--- src/rtl/smi_pkg.sv ---
package smi_pkg;
  typedef enum logic [1:0] {
    ST_IDLE  = 2'd0,
    ST_DRAIN = 2'd1,
    ST_TAKE  = 2'd2
  } smi_state_e;

  localparam logic [19:0] SMI_VEC_OFS = 20'h01400;
endpackage

--- src/rtl/smi_drain_detect.sv ---
module smi_drain_detect #(
  parameter int CNT_W = 4
) (
  input  logic [CNT_W-1:0] inflight_i,
  input  logic             retire_i,
  output logic             drained_o
);
  localparam logic [CNT_W-1:0] ONE = CNT_W'(1);

  always_comb begin
    drained_o = (inflight_i == '0) || (retire_i && (inflight_i == ONE));
  end
endmodule

--- src/rtl/smi_enable_reg.sv ---
module smi_enable_reg (
  input  logic clk,
  input  logic rst_n,
  input  logic set_i,
  input  logic clr_i,
  output logic en_o
);
  logic en_q, en_d, en_we;

  always_comb begin
    en_we = set_i || clr_i;
    en_d  = !clr_i;
  end

  always_ff @(posedge clk or negedge rst_n) begin
    if (!rst_n)     en_q <= 1'b0;
    else if (en_we) en_q <= en_d;
  end

  assign en_o = en_q;

  assert_clear_wins_R7: assert property (@(posedge clk) disable iff (!rst_n)
    clr_i |=> !en_o);
  assert_set_effect_R8: assert property (@(posedge clk) disable iff (!rst_n)
    (set_i && !clr_i) |=> en_o);
endmodule

--- src/rtl/smi_vector_gen.sv ---
module smi_vector_gen #(
  parameter int ADDR_W = 32
) (
  input  logic              clk,
  input  logic              rst_n,
  input  logic              load_i,
  input  logic [ADDR_W-1:0] base_i,
  output logic [ADDR_W-1:0] vec_o
);
  import smi_pkg::*;
  localparam logic [ADDR_W-1:0] OFS = ADDR_W'(SMI_VEC_OFS);

  logic [ADDR_W-1:0] vec_q, vec_d;
  logic              vec_we;

  always_comb begin
    vec_we = load_i || (vec_q != '0);
    vec_d  = load_i ? (base_i + OFS) : '0;
  end

  always_ff @(posedge clk or negedge rst_n) begin
    if (!rst_n)      vec_q <= '0;
    else if (vec_we) vec_q <= vec_d;
  end

  assign vec_o = vec_q;

  assert_vector_value_R6: assert property (@(posedge clk) disable iff (!rst_n)
    load_i |=> (vec_o == $past(base_i) + OFS));
  assert_vector_idle_R6: assert property (@(posedge clk) disable iff (!rst_n)
    !load_i |=> (vec_o == '0));
endmodule

--- src/rtl/smi_seq_fsm.sv ---
module smi_seq_fsm (
  input  logic clk,
  input  logic rst_n,
  input  logic req_i,
  input  logic en_i,
  input  logic exc_i,
  input  logic drained_i,
  output logic stall_o,
  output logic decide_o,
  output logic take_o
);
  import smi_pkg::*;

  smi_state_e state_q, state_d;
  logic       detect;

  always_comb begin
    detect   = req_i && en_i;
    decide_o = 1'b0;
    state_d  = state_q;
    unique case (state_q)
      ST_IDLE:  if (detect) state_d = ST_DRAIN;
      ST_DRAIN: begin
        if (!req_i || exc_i) begin
          state_d = ST_IDLE;
        end else if (drained_i) begin
          state_d  = ST_TAKE;
          decide_o = 1'b1;
        end
      end
      ST_TAKE:  state_d = ST_IDLE;
      default:  state_d = ST_IDLE;
    endcase
  end

  always_ff @(posedge clk or negedge rst_n) begin
    if (!rst_n) state_q <= ST_IDLE;
    else        state_q <= state_d;
  end

  always_comb begin
    take_o  = (state_q == ST_TAKE);
    stall_o = (state_q != ST_IDLE) || detect;
  end

  assert_take_one_cycle_R6: assert property (@(posedge clk) disable iff (!rst_n)
    take_o |=> !take_o);
  assert_req_held_R4: assert property (@(posedge clk) disable iff (!rst_n)
    take_o |-> $past(req_i));
  assert_older_exc_first_R5: assert property (@(posedge clk) disable iff (!rst_n)
    take_o |-> $past(!exc_i && drained_i));
  assert_stall_on_request_R2: assert property (@(posedge clk) disable iff (!rst_n)
    (req_i && en_i) |-> stall_o);
endmodule

--- src/rtl/smi_sequencer.sv ---
module smi_sequencer #(
  parameter int CNT_W  = 4,
  parameter int ADDR_W = 32
) (
  input  logic              clk,
  input  logic              rst_n,
  input  logic              smi_req_i,
  input  logic              ee_set_i,
  input  logic [CNT_W-1:0]  inflight_i,
  input  logic              retire_i,
  input  logic              exc_pend_i,
  input  logic [ADDR_W-1:0] table_base_i,
  output logic              dispatch_stall_o,
  output logic              take_o,
  output logic [ADDR_W-1:0] vector_o,
  output logic              ee_o
);
  logic drained, decide;

  smi_drain_detect #(.CNT_W(CNT_W)) u_drain (
    .inflight_i (inflight_i),
    .retire_i   (retire_i),
    .drained_o  (drained)
  );

  smi_seq_fsm u_fsm (
    .clk       (clk),
    .rst_n     (rst_n),
    .req_i     (smi_req_i),
    .en_i      (ee_o),
    .exc_i     (exc_pend_i),
    .drained_i (drained),
    .stall_o   (dispatch_stall_o),
    .decide_o  (decide),
    .take_o    (take_o)
  );

  smi_enable_reg u_en (
    .clk   (clk),
    .rst_n (rst_n),
    .set_i (ee_set_i),
    .clr_i (decide),
    .en_o  (ee_o)
  );

  smi_vector_gen #(.ADDR_W(ADDR_W)) u_vec (
    .clk    (clk),
    .rst_n  (rst_n),
    .load_i (decide),
    .base_i (table_base_i),
    .vec_o  (vector_o)
  );

  assert_enable_off_in_take_R7: assert property (@(posedge clk) disable iff (!rst_n)
    take_o |-> !ee_o);
  assert_vector_only_on_take_R6: assert property (@(posedge clk) disable iff (!rst_n)
    !take_o |-> (vector_o == '0));
endmodule

--- config.mk ---
export PLATFORM = sky130hd
export DESIGN_NAME = smi_sequencer
export DESIGN_NICKNAME = d
export VERILOG_FILES = /design/src/rtl/smi_pkg.sv /design/src/rtl/smi_drain_detect.sv /design/src/rtl/smi_enable_reg.sv /design/src/rtl/smi_vector_gen.sv /design/src/rtl/smi_seq_fsm.sv /design/src/rtl/smi_sequencer.sv
export SDC_FILE = /design/constraint.sdc
export NUM_CORES = 1
export LEC_CHECK = 0
export CAP_MARGIN = 10
export CORE_MARGIN = 2
export CORE_UTILIZATION = 35
export DETAILED_ROUTE_END_ITERATION = 16
export PLACE_DENSITY = 0.73
export SYNTH_ARGS = -nofsm -noshare
export SYNTH_HDL_FRONTEND = slang
export SYNTH_SLANG_ARGS = --single-unit
--- constraint.sdc ---
create_clock -name clk -period 1.8 [get_ports clk]
set_clock_uncertainty 0.05 [all_clocks]
set_input_delay 0.36 -clock clk [delete_from_list [all_inputs] [get_ports clk]]
set_output_delay 0.36 -clock clk [all_outputs]
set_load 0.1 [all_outputs]
; ---- Word level (Yosys, flattened, before mapping)
; Index checks and enable logic that the tools add are counted.
[totals]
regBits = 35
ramBits = 0
latch_bits = 0
romBits = 0
mem_count = 0
[classes]
eq_ne = 5
bitwise_logic = 0
shifts = 0
n_reduce_logical = 14
div_mod_pow = 0
n_addsub = 1
n_mux = 8
order_cmp = 0
n_mul = 0
[ops]
columns = operator, n
row1 = 32-bit by 13-bit adder with 32-bit output (second input constant), 1
row2 = 32-bit two-way mux, 1
row3 = 32-bit nonzero test, 1
row4 = 2-bit two-way mux, 3
row5 = 1-bit logical OR, 5
row6 = 4-bit by 1-bit == test with 1-bit output (second input constant), 1
row7 = 4-bit logical NOT, 1
row8 = 2-bit case mux with 2 select lines, 1
row9 = 1-bit two-way mux, 3
row10 = 3-bit by 2-bit inequality test with 1-bit output (second input constant), 1
row11 = 2-bit by 1-bit == test with 1-bit output (second input constant), 1
row12 = 2-bit == test (second input constant), 1
row13 = 1-bit logical AND, 2
row14 = 1-bit logical NOT, 2
row15 = 2-bit logical NOT, 1
row16 = 2-bit by 1-bit inequality test with 1-bit output (second input constant), 1
row17 = 2-bit AND reduction, 1
row18 = 2-bit nonzero test, 1

; ---- Longest topological paths before layout
; Gate-level depths: netlist of the first run.
[logic_depth]
ltp_word = 7
ltp_mapped = 6
mapped_depth_nobuf = 5

; ---- Hierarchy
; A second synthesis of the first run with hierarchy kept.
[unflattened]
hier_cells = 141
area_unflattened_um2 = 1582.8
[modules_own_cells]
columns = mod, area_per_inst_um2, cells_per_inst, instances
row1 = smi_vector_gen, 1418.9, 126, 1
row2 = smi_seq_fsm, 110.1, 11, 1
row3 = smi_enable_reg, 35.0, 2, 1
row4 = smi_drain_detect, 18.8, 2, 1

; ---- Worst setup path before layout of the first run
; Ideal clock, no wire load.
[synth_timing]
kind = register to output
start = register u_fsm.state_q[0]
end = output take_o
slack_ns = -0.349
arrival_time_ns = 1.739
path_stages_with_launch = 2
path_cell_list = dfrtp_1 -> nor2b_1
[synth_via]
elab_chain_len = 1
[synth_rtl]
columns = item, line
row1 = "start, declared", smi_seq_fsm.sv:14  ; smi_state_e state_q, state_d;
row2 = "start signal, assigned", smi_seq_fsm.sv:38  ; else state_q <= state_d;
row3 = 2-bit == test, smi_seq_fsm.sv:42  ; take_o = (state_q == ST_TAKE);
row4 = "end, declared", smi_sequencer.sv:14  ; output logic take_o,
; No other way between the ends.

; ---- Final worst setup path of the first run
[layout_timing]
start = input smi_req_i
end = output dispatch_stall_o
[layout_via]
elab_chain_len = 2
[layout_rtl]
columns = item, line
row1 = "start, declared", smi_sequencer.sv:7  ; input logic smi_req_i,
row2 = 1-bit logical AND, smi_seq_fsm.sv:18  ; detect = req_i && en_i;
row3 = 1-bit logical OR, smi_seq_fsm.sv:43  ; stall_o = (state_q != ST_IDLE) || detect;
row4 = "end, declared", smi_sequencer.sv:13  ; output logic dispatch_stall_o,
; No other way between the ends.

==> impl_metrics.csv, run 1 <==
group,metric,value,unit
cells_and_area,fin_util,71.50,%
route,wirelength_met1,1.644,mm
setup_path,cp_cell_sequence,"clkdlybuf4s50_1 > a211o_2 > buf_12",
timing,worst_pin_slew,500.2,ps
run_status,outcome,"finished clean",
setup_path,critPathBufInv,2,
route,firstDrtPassIters,4,
worst_hold_path,min_from,"table_base_i[10]",
timing,finalHoldViolCount,0,
synth,synth_top_family_by_area,"simple AND/OR/NAND/NOR gates",
power,ir_drop,0.3616,mV
route,wl_per_cell,13.46,um
clocking,cts_root_buf,"clkbuf_8",
global_route,grt_pass1_wl,6.948,mm
die,die_height,70.26,um
setup_path,startpoint,"smi_req_i",
die,dieArea,4936,um^2
global_route,grt_max_degree,24,
synth,synth-edff-count,0,
setup_path,cp_top_family,"buffers and inverters",
power,clockPowerShare,36.6,%
timing,setup-violations-final,0,
synth,synthMuxAreaShare,0.6515,%
clocking,cts_made_buffers,5,
timing,rsz0062_at_grt,"no",
die,top_level_ports,77,
cells_and_area,ff_latch_area,877.1,um^2
synth,synth_simple_gate_area_share,23.37,%
die,num_rows,24,
synth,synthXorXnorAreaFrac,5.700,%
synth,netlist_instances,144,
route,wl_met3,185,um
clocking,clock_path_buffers,2,
cells_and_area,area_growth,99.84,%
setup_path,cp-end-kind,"output port",
setup_path,crit_slowest_cell,"clkdlybuf4s50_1",
route,drc_errors,0,
synth,ys_ff_latch,35,
cells_and_area,drive_gt1_share,38.10,%
worst_hold_path,min_path_type,"input pin to flip-flop",
power,switchingPower,0.4076,mW
synth,yosysTopAreaCell,"dfrtp_1",
setup_path,worstSetupPathType,"input pin to output port",
setup_path,start_kind,"input pin",
timing,finalCritPeriodShare,96.50,%
synth,synth_fa_ha_area_share,0.8143,%
clocking,cts_tree,"yes",
power,p_per_area,552.6,nW/um^2
cells_and_area,nets,294,
timing,fin_ws,63.05,ps
synth,synth_ff_type,"dfrtp_1",
synth,avgSynthCellArea,10.67,um^2
synth,yosys_warnings,0,
power,p_seq_share,47.0,%
clocking,cts.sinks,35,
setup_path,slowest_delay,450,ps
cells_and_area,fillers,295,
route,totalWireLength,4.092,mm
placed_design,gp_congestion,0.8006,
die,initial_core_util,35.78,%
synth,synthArstFlopShare,100.0,%
timing,slew_viol_final,0,
die,die_w,70.26,um
setup_path,crit_arrival,1330,ps
setup_path,critPathMaxFanout,3,
power,internal_power,1.289,mW
synth,yosysTopAreaCellShare,57.00,%
timing,period_minus_slack,1737,ps
synth,syn_nets,187,
timing,fmax,0.5757,GHz
setup_path,r2r-start,"u_fsm.state_q[1]$_DFFE_PN0P_",
global_route,antenna_found_initial,0,
route,top_layer_used,"met4",
placed_design,pre_cts_slack,-641.5,ps
synth,synth_area_leaders,"dfrtp_1 (57%), and2_1 (4.5%), xnor2_1 (4.0%)",
global_route,first_global_vias,1485,
flow_run,cap_violations,0,
route,wl_met2,2.220,mm
route,drtAntennaViolNets,0,
synth,synth-seq-area-share,57.00,%
power,leakage,1.339,nW
synth,synth-compound-area-share,9.772,%
setup_path,required,1390,ps
cells_and_area,diodes,0,
timing,slew_headroom,66.66,%
die,core_area,4294,um^2
synth,ys_types,33,
power,power_frac_comb,16.4,%
synth,syn_area,1536,um^2
clocking,path_clk_slew,70,ps
route,viasPerCell,4.776,
power,switching_share,24.02,%
route,num_vias,1452,
placed_design,numPortBuffers,76,
cells_and_area,multiInputGateArea,694.4,um^2
clocking,ctsHtreeMaxLevel,2,
placed_design,place_hpwl,3.167,mm
clocking,clk_latency,270,ps
global_route,grt_overflow,0,
global_route,gr-usage-all-layers,18.03,%
route,drtIter0Drc,49,
flip-flops by register name, indices dropped and copies added (netlist names):
name and flops:
u_en.en_o 1, u_vec.vec_o 32, u_fsm.state_q 2
area by class of cell:
cell class	instances	area share, %
repair buffers	105	42.95
flip-flops and latches	35	28.57
multi-input cells	100	22.62
clock buffers	8	3.260
well taps	52	2.119
inverters	4	0.4890
placed cells by master, fill, tap and decap left out, drive strengths merged, types with 2 or more instances in the layout:
master          n
a21oi          11
and2           11
buf            64
clkbuf         11
clkdlybuf4s50  29
dfrtp          35
dlygate4sd2     7
inv             4
nand2           7
nand3           7
nor2           14
nor3            4
nor4            2
o21a            2
o21ai           6
o31ai           4
or3             6
or4             5
xnor2           7
xor2            3
path summary, 6_finish.rpt:
kind	to	slack [ps]	cells after the start
worst min register to register	u_fsm.state_q[0]$_DFFE_PN0P_	480	1
worst max register to register	u_vec.vec_o[18]$_DFFE_PN0P_	390	4
min in group asynchronous	u_vec.vec_o[30]$_DFFE_PN0P_	540	2
max in group asynchronous	u_vec.vec_o[15]$_DFFE_PN0P_	590	3
worst max-delay path	dispatch_stall_o	60	3
worst min-delay path	u_vec.vec_o[10]$_DFFE_PN0P_	270	2
metal layers:
layer | up-vias | GRT usage [%]
met4 | 0 | 6.410
met3 | 2 | 4.040
met2 | 48 | 31.24
li1 | 714 | -
met5 | - | 0
met1 | 688 | 21.89
power groups by stage:
stage                     logic, mW  registers (mW)  clock network, mW
final                         0.279           0.798              0.620
after global routing          0.303           0.797              0.676
after CTS                     0.283           0.797              0.645
after detailed placement      0.281           0.813                  0
after global placement        0.276           0.812                  0
after floorplan              0.0680           0.834                  0
cell usage after synthesis (2+ instances only):
library cell   n
a21oi_1       10
and2_1        11
clkbuf_1       4
dfrtp_1       35
inv_1          4
nand2_1        7
nand3_1        6
nor2_1        14
nor3_1         4
nor4_1         2
o21a_1         2
o21ai_0        6
o31ai_1        4
or3_2          5
or4_1          4
xnor2_1        7
xor2_1         3
cells by family (layout without fill, tap and decap cells):
kind of cell / after synthesis / after routing
flops: 35 / 35
fa+ha+maj: 1 / 1
compound gates: 25 / 25
buf+inv: 9 / 117
simple gates: 63 / 63
mux: 1 / 1
xor+xnor: 10 / 10
through the flow:
stage / instance area (um^2) / power, mW / hold WS [ps] / TNS [ps] / cells
after floorplan: 1563 / 0.9023 / 14.41 / -97.86 / 144
after global placement: 2899 / 1.088 / 302.4 / -5866 / 291
after detailed placement: 2899 / 1.094 / 309.1 / -6455 / 291
after CTS: 3079 / 1.725 / 398.6 / 0 / 304
after global routing: 3070 / 1.777 / 272.7 / 0 / 304
final: 3070 / 1.697 / 265.1 / 0 / 304
repair_timing:
action / CTS / global route
hold endpoints to repair: 14 / 0
buffers inserted: 4 / 0
pin swaps: 7 / 2
endpoints found under the setup margin: 8 / 5
hold buffers: 1 / 0
gates resized for setup: 26 / 6
(Power assumes the default switching activity.)
==> inputs of run 2 (changes only) <==
--- a/config.mk
+++ b/config.mk
@@ -10,6 +10,7 @@
 export CORE_UTILIZATION = 35
 export DETAILED_ROUTE_END_ITERATION = 16
 export PLACE_DENSITY = 0.73
+export SLEW_MARGIN = 20
 export SYNTH_ARGS = -nofsm -noshare
 export SYNTH_HDL_FRONTEND = slang
 export SYNTH_SLANG_ARGS = --single-unit
==> results of run 2 <==
Same layout as run 1: the final DEF is identical, and so are final timing and power.
==> inputs of run 3 (changes only) <==
--- a/config.mk
+++ b/config.mk
@@ -10,6 +10,7 @@
 export CORE_UTILIZATION = 35
 export DETAILED_ROUTE_END_ITERATION = 16
 export PLACE_DENSITY = 0.73
+export SETUP_SLACK_MARGIN = 0.4
 export SLEW_MARGIN = 20
 export SYNTH_ARGS = -nofsm -noshare
 export SYNTH_HDL_FRONTEND = slang
==> constraint.sdc (replaced) <==
create_clock -name clk -period 1.6 [get_ports clk]
set_clock_uncertainty 0.05 [all_clocks]
set_input_delay 0.32 -clock clk [delete_from_list [all_inputs] [get_ports clk]]
set_output_delay 0.32 -clock clk [all_outputs]
set_load 0.1 [all_outputs]
==> impl_metrics.csv, run 3 (synthesized netlist as in run 1, its figures left out) <==
group,metric,value,unit
timing,period_minus_slack,1682,ps
setup_path,cp-end-kind,"output port",
setup_path,critPathMaxFanout,2,
global_route,gr-usage-all-layers,26.53,%
power,p_per_area,577.9,nW/um^2
power,internal_power,1.644,mW
cells_and_area,drive_gt1_share,77.54,%
power,switching_share,27.65,%
power,power_frac_comb,21.3,%
global_route,grt_pass1_wl,9.894,mm
timing,slew_headroom,74.28,%
worst_hold_path,min_path_type,"input pin to flip-flop",
clocking,cts_tree,"yes",
power,p_seq_share,39.6,%
placed_design,gp_congestion,0.8117,
setup_path,crit_slowest_cell,"dfrtp_4",
cells_and_area,final_cell_mix,"buf_12 (39), buf_4 (38), dfrtp_2 (32)",
route,viasPerCell,5.504,
power,ir_drop,0.5337,mV
worst_hold_path,holdPathEnd,"u_vec.vec_o[10]$_DFFE_PN0P_",
route,firstDrtPassIters,4,
die,die_w,70.26,um
die,core_area,4294,um^2
clocking,path_clk_slew,90,ps
cells_and_area,largest_reg_flops,32,
timing,finalCritPeriodShare,105.1,%
timing,finalHoldWorstSlack,128.6,ps
clocking,clock_path_buffers,2,
flow_run,cap_violations,0,
worst_hold_path,min_from,"table_base_i[10]",
clocking,cts_root_buf,"clkbuf_8",
cells_and_area,final_common_cell,"buf_12",
die,num_rows,24,
global_route,grt_overflow,0,
die,initial_core_util,35.78,%
timing,worst_pin_slew,381.7,ps
timing,slew_viol_final,0,
timing,finalHoldViolCount,0,
die,die_height,70.26,um
timing,rsz0062_at_grt,"yes",
setup_path,required,1230,ps
setup_path,slowest_delay,490,ps
route,drc_errors,0,
cells_and_area,nets,327,
die,top_level_ports,77,
power,switchingPower,0.6281,mW
run_status,outcome,"finished, violations left",
setup_path,r2r-start,"u_fsm.state_q[1]$_DFFE_PN0P_",
placed_design,place_hpwl,3.221,mm
setup_path,cp_top_family,"flip-flops",
timing,fin_ws,-82.24,ps
global_route,grt_max_degree,36,
route,drtIter0Drc,110,
placed_design,numPortBuffers,76,
run_status,violations,"negative setup slack",
clocking,cts_made_buffers,5,
timing,setup-violations-final,3,
route,num_vias,1855,
setup_path,critPathBufInv,1,
setup_path,r2r_end,"u_vec.vec_o[29]$_DFFE_PN0P_",
setup_path,worstSetupPathType,"flip-flop to output port",
timing,fmax,0.5944,GHz
power,leakage,1.682,nW
route,totalWireLength,8.088,mm
setup_path,cp_cell_sequence,"a211o_4 > buf_12",
power,clockPowerShare,39.1,%
cells_and_area,area_growth,155.9,%
setup_path,r2r_slack,-10,ps
die,dieArea,4936,um^2
setup_path,crit_arrival,1310,ps
worst_hold_path,whs_path_depth,2,
clocking,clk_latency,310,ps
clocking,ctsHtreeMaxLevel,2,
power,power.total,2.272,mW
cells_and_area,diodes,0,
global_route,first_global_vias,1902,
route,wl_per_cell,24.00,um
clocking,cts.sinks,35,
global_route,antenna_found_initial,0,
route,drtAntennaViolNets,0,
setup_path,start_kind,"flip-flop",
setup_path,reg2reg_depth,6,
## run 3: cell count changes in the layout (fill, tap and decap cells not counted), sizes merged, moves of 2 or more
cell | previous run | this run
clkinv | 0 | 2
buf | 64 | 105
dlygate4sd2 | 7 | 9
clkbuf | 11 | 7
dlymetal6s2s | 0 | 6
clkdlybuf4s50 | 29 | 14
## run 3: worst max-delay path by stage
stage	startpoint	end	cells past startpoint
4_1_cts	u_en.en_o$_DFFE_PN0P_	dispatch_stall_o	2
5_1_grt	u_en.en_o$_DFFE_PN0P_	dispatch_stall_o	2
3_3_place_gp	table_base_i[10]	u_vec.vec_o[30]$_DFFE_PN0P_	6
3_5_place_dp	table_base_i[10]	u_vec.vec_o[30]$_DFFE_PN0P_	6
6_report	u_en.en_o$_DFFE_PN0P_	dispatch_stall_o	2
2_1_floorplan	table_base_i[10]	u_vec.vec_o[28]$_DFFE_PN0P_	6
## run 3: what timing repair did
action / CTS / global route
hold endpoints to repair: 35 / 0
endpoints found under the setup margin: 69 / 70
pin swaps: 28 / 30
gates resized for setup: 142 / 61
setup buffers: 13 / 11
gates cloned: 2 / 2
hold buffers: 1 / 0
## run 3: layout make-up
type | instances | area [um^2]
Clock buffer | 6 | 82.58
Clock inverter | 2 | 35.03
Fill cell | 129 | 362.8
Inverter | 4 | 27.53
Multi-Input combinational cell | 101 | 1066
Sequential cell | 35 | 919.6
Tap cell | 52 | 65.06
Timing Repair Buffer | 136 | 1724
Timing Repair inverter | 1 | 11.26
## run 3: layer usage
layer / GRT usage (%) / vias up / routed length (um)
met5: 0 / - / 0
met4: 10.68 / 0 / 325
met3: 7.504 / 30 / 527
met2: 46.65 / 112 / 4274
met1: 30.09 / 923 / 2960
li1: - / 790 / -
## run 3: power groups by stage
stage / combinational, mW / sequential (mW) / clock [mW]
floorplan: 0.0791 / 0.940 / 0
global placement: 0.329 / 0.914 / 0
detailed placement: 0.339 / 0.915 / 0
CTS: 0.403 / 0.898 / 0.851
global route: 0.506 / 0.899 / 0.931
finish: 0.484 / 0.899 / 0.889
## run 3: metrics by stage
stage	instances	TNS, ps	util, %	setup slack (ps)	area [um^2]
floorplan	144	-1237	-	-259.8	1624
global placement	300	-11900	70.19	-816.7	3014
detailed placement	300	-13720	70.19	-886.3	3014
CTS	324	-53.68	83.22	-53.68	3573
global route	337	-426.4	91.55	-98.57	3931
finish	337	-161.3	91.55	-82.24	3931
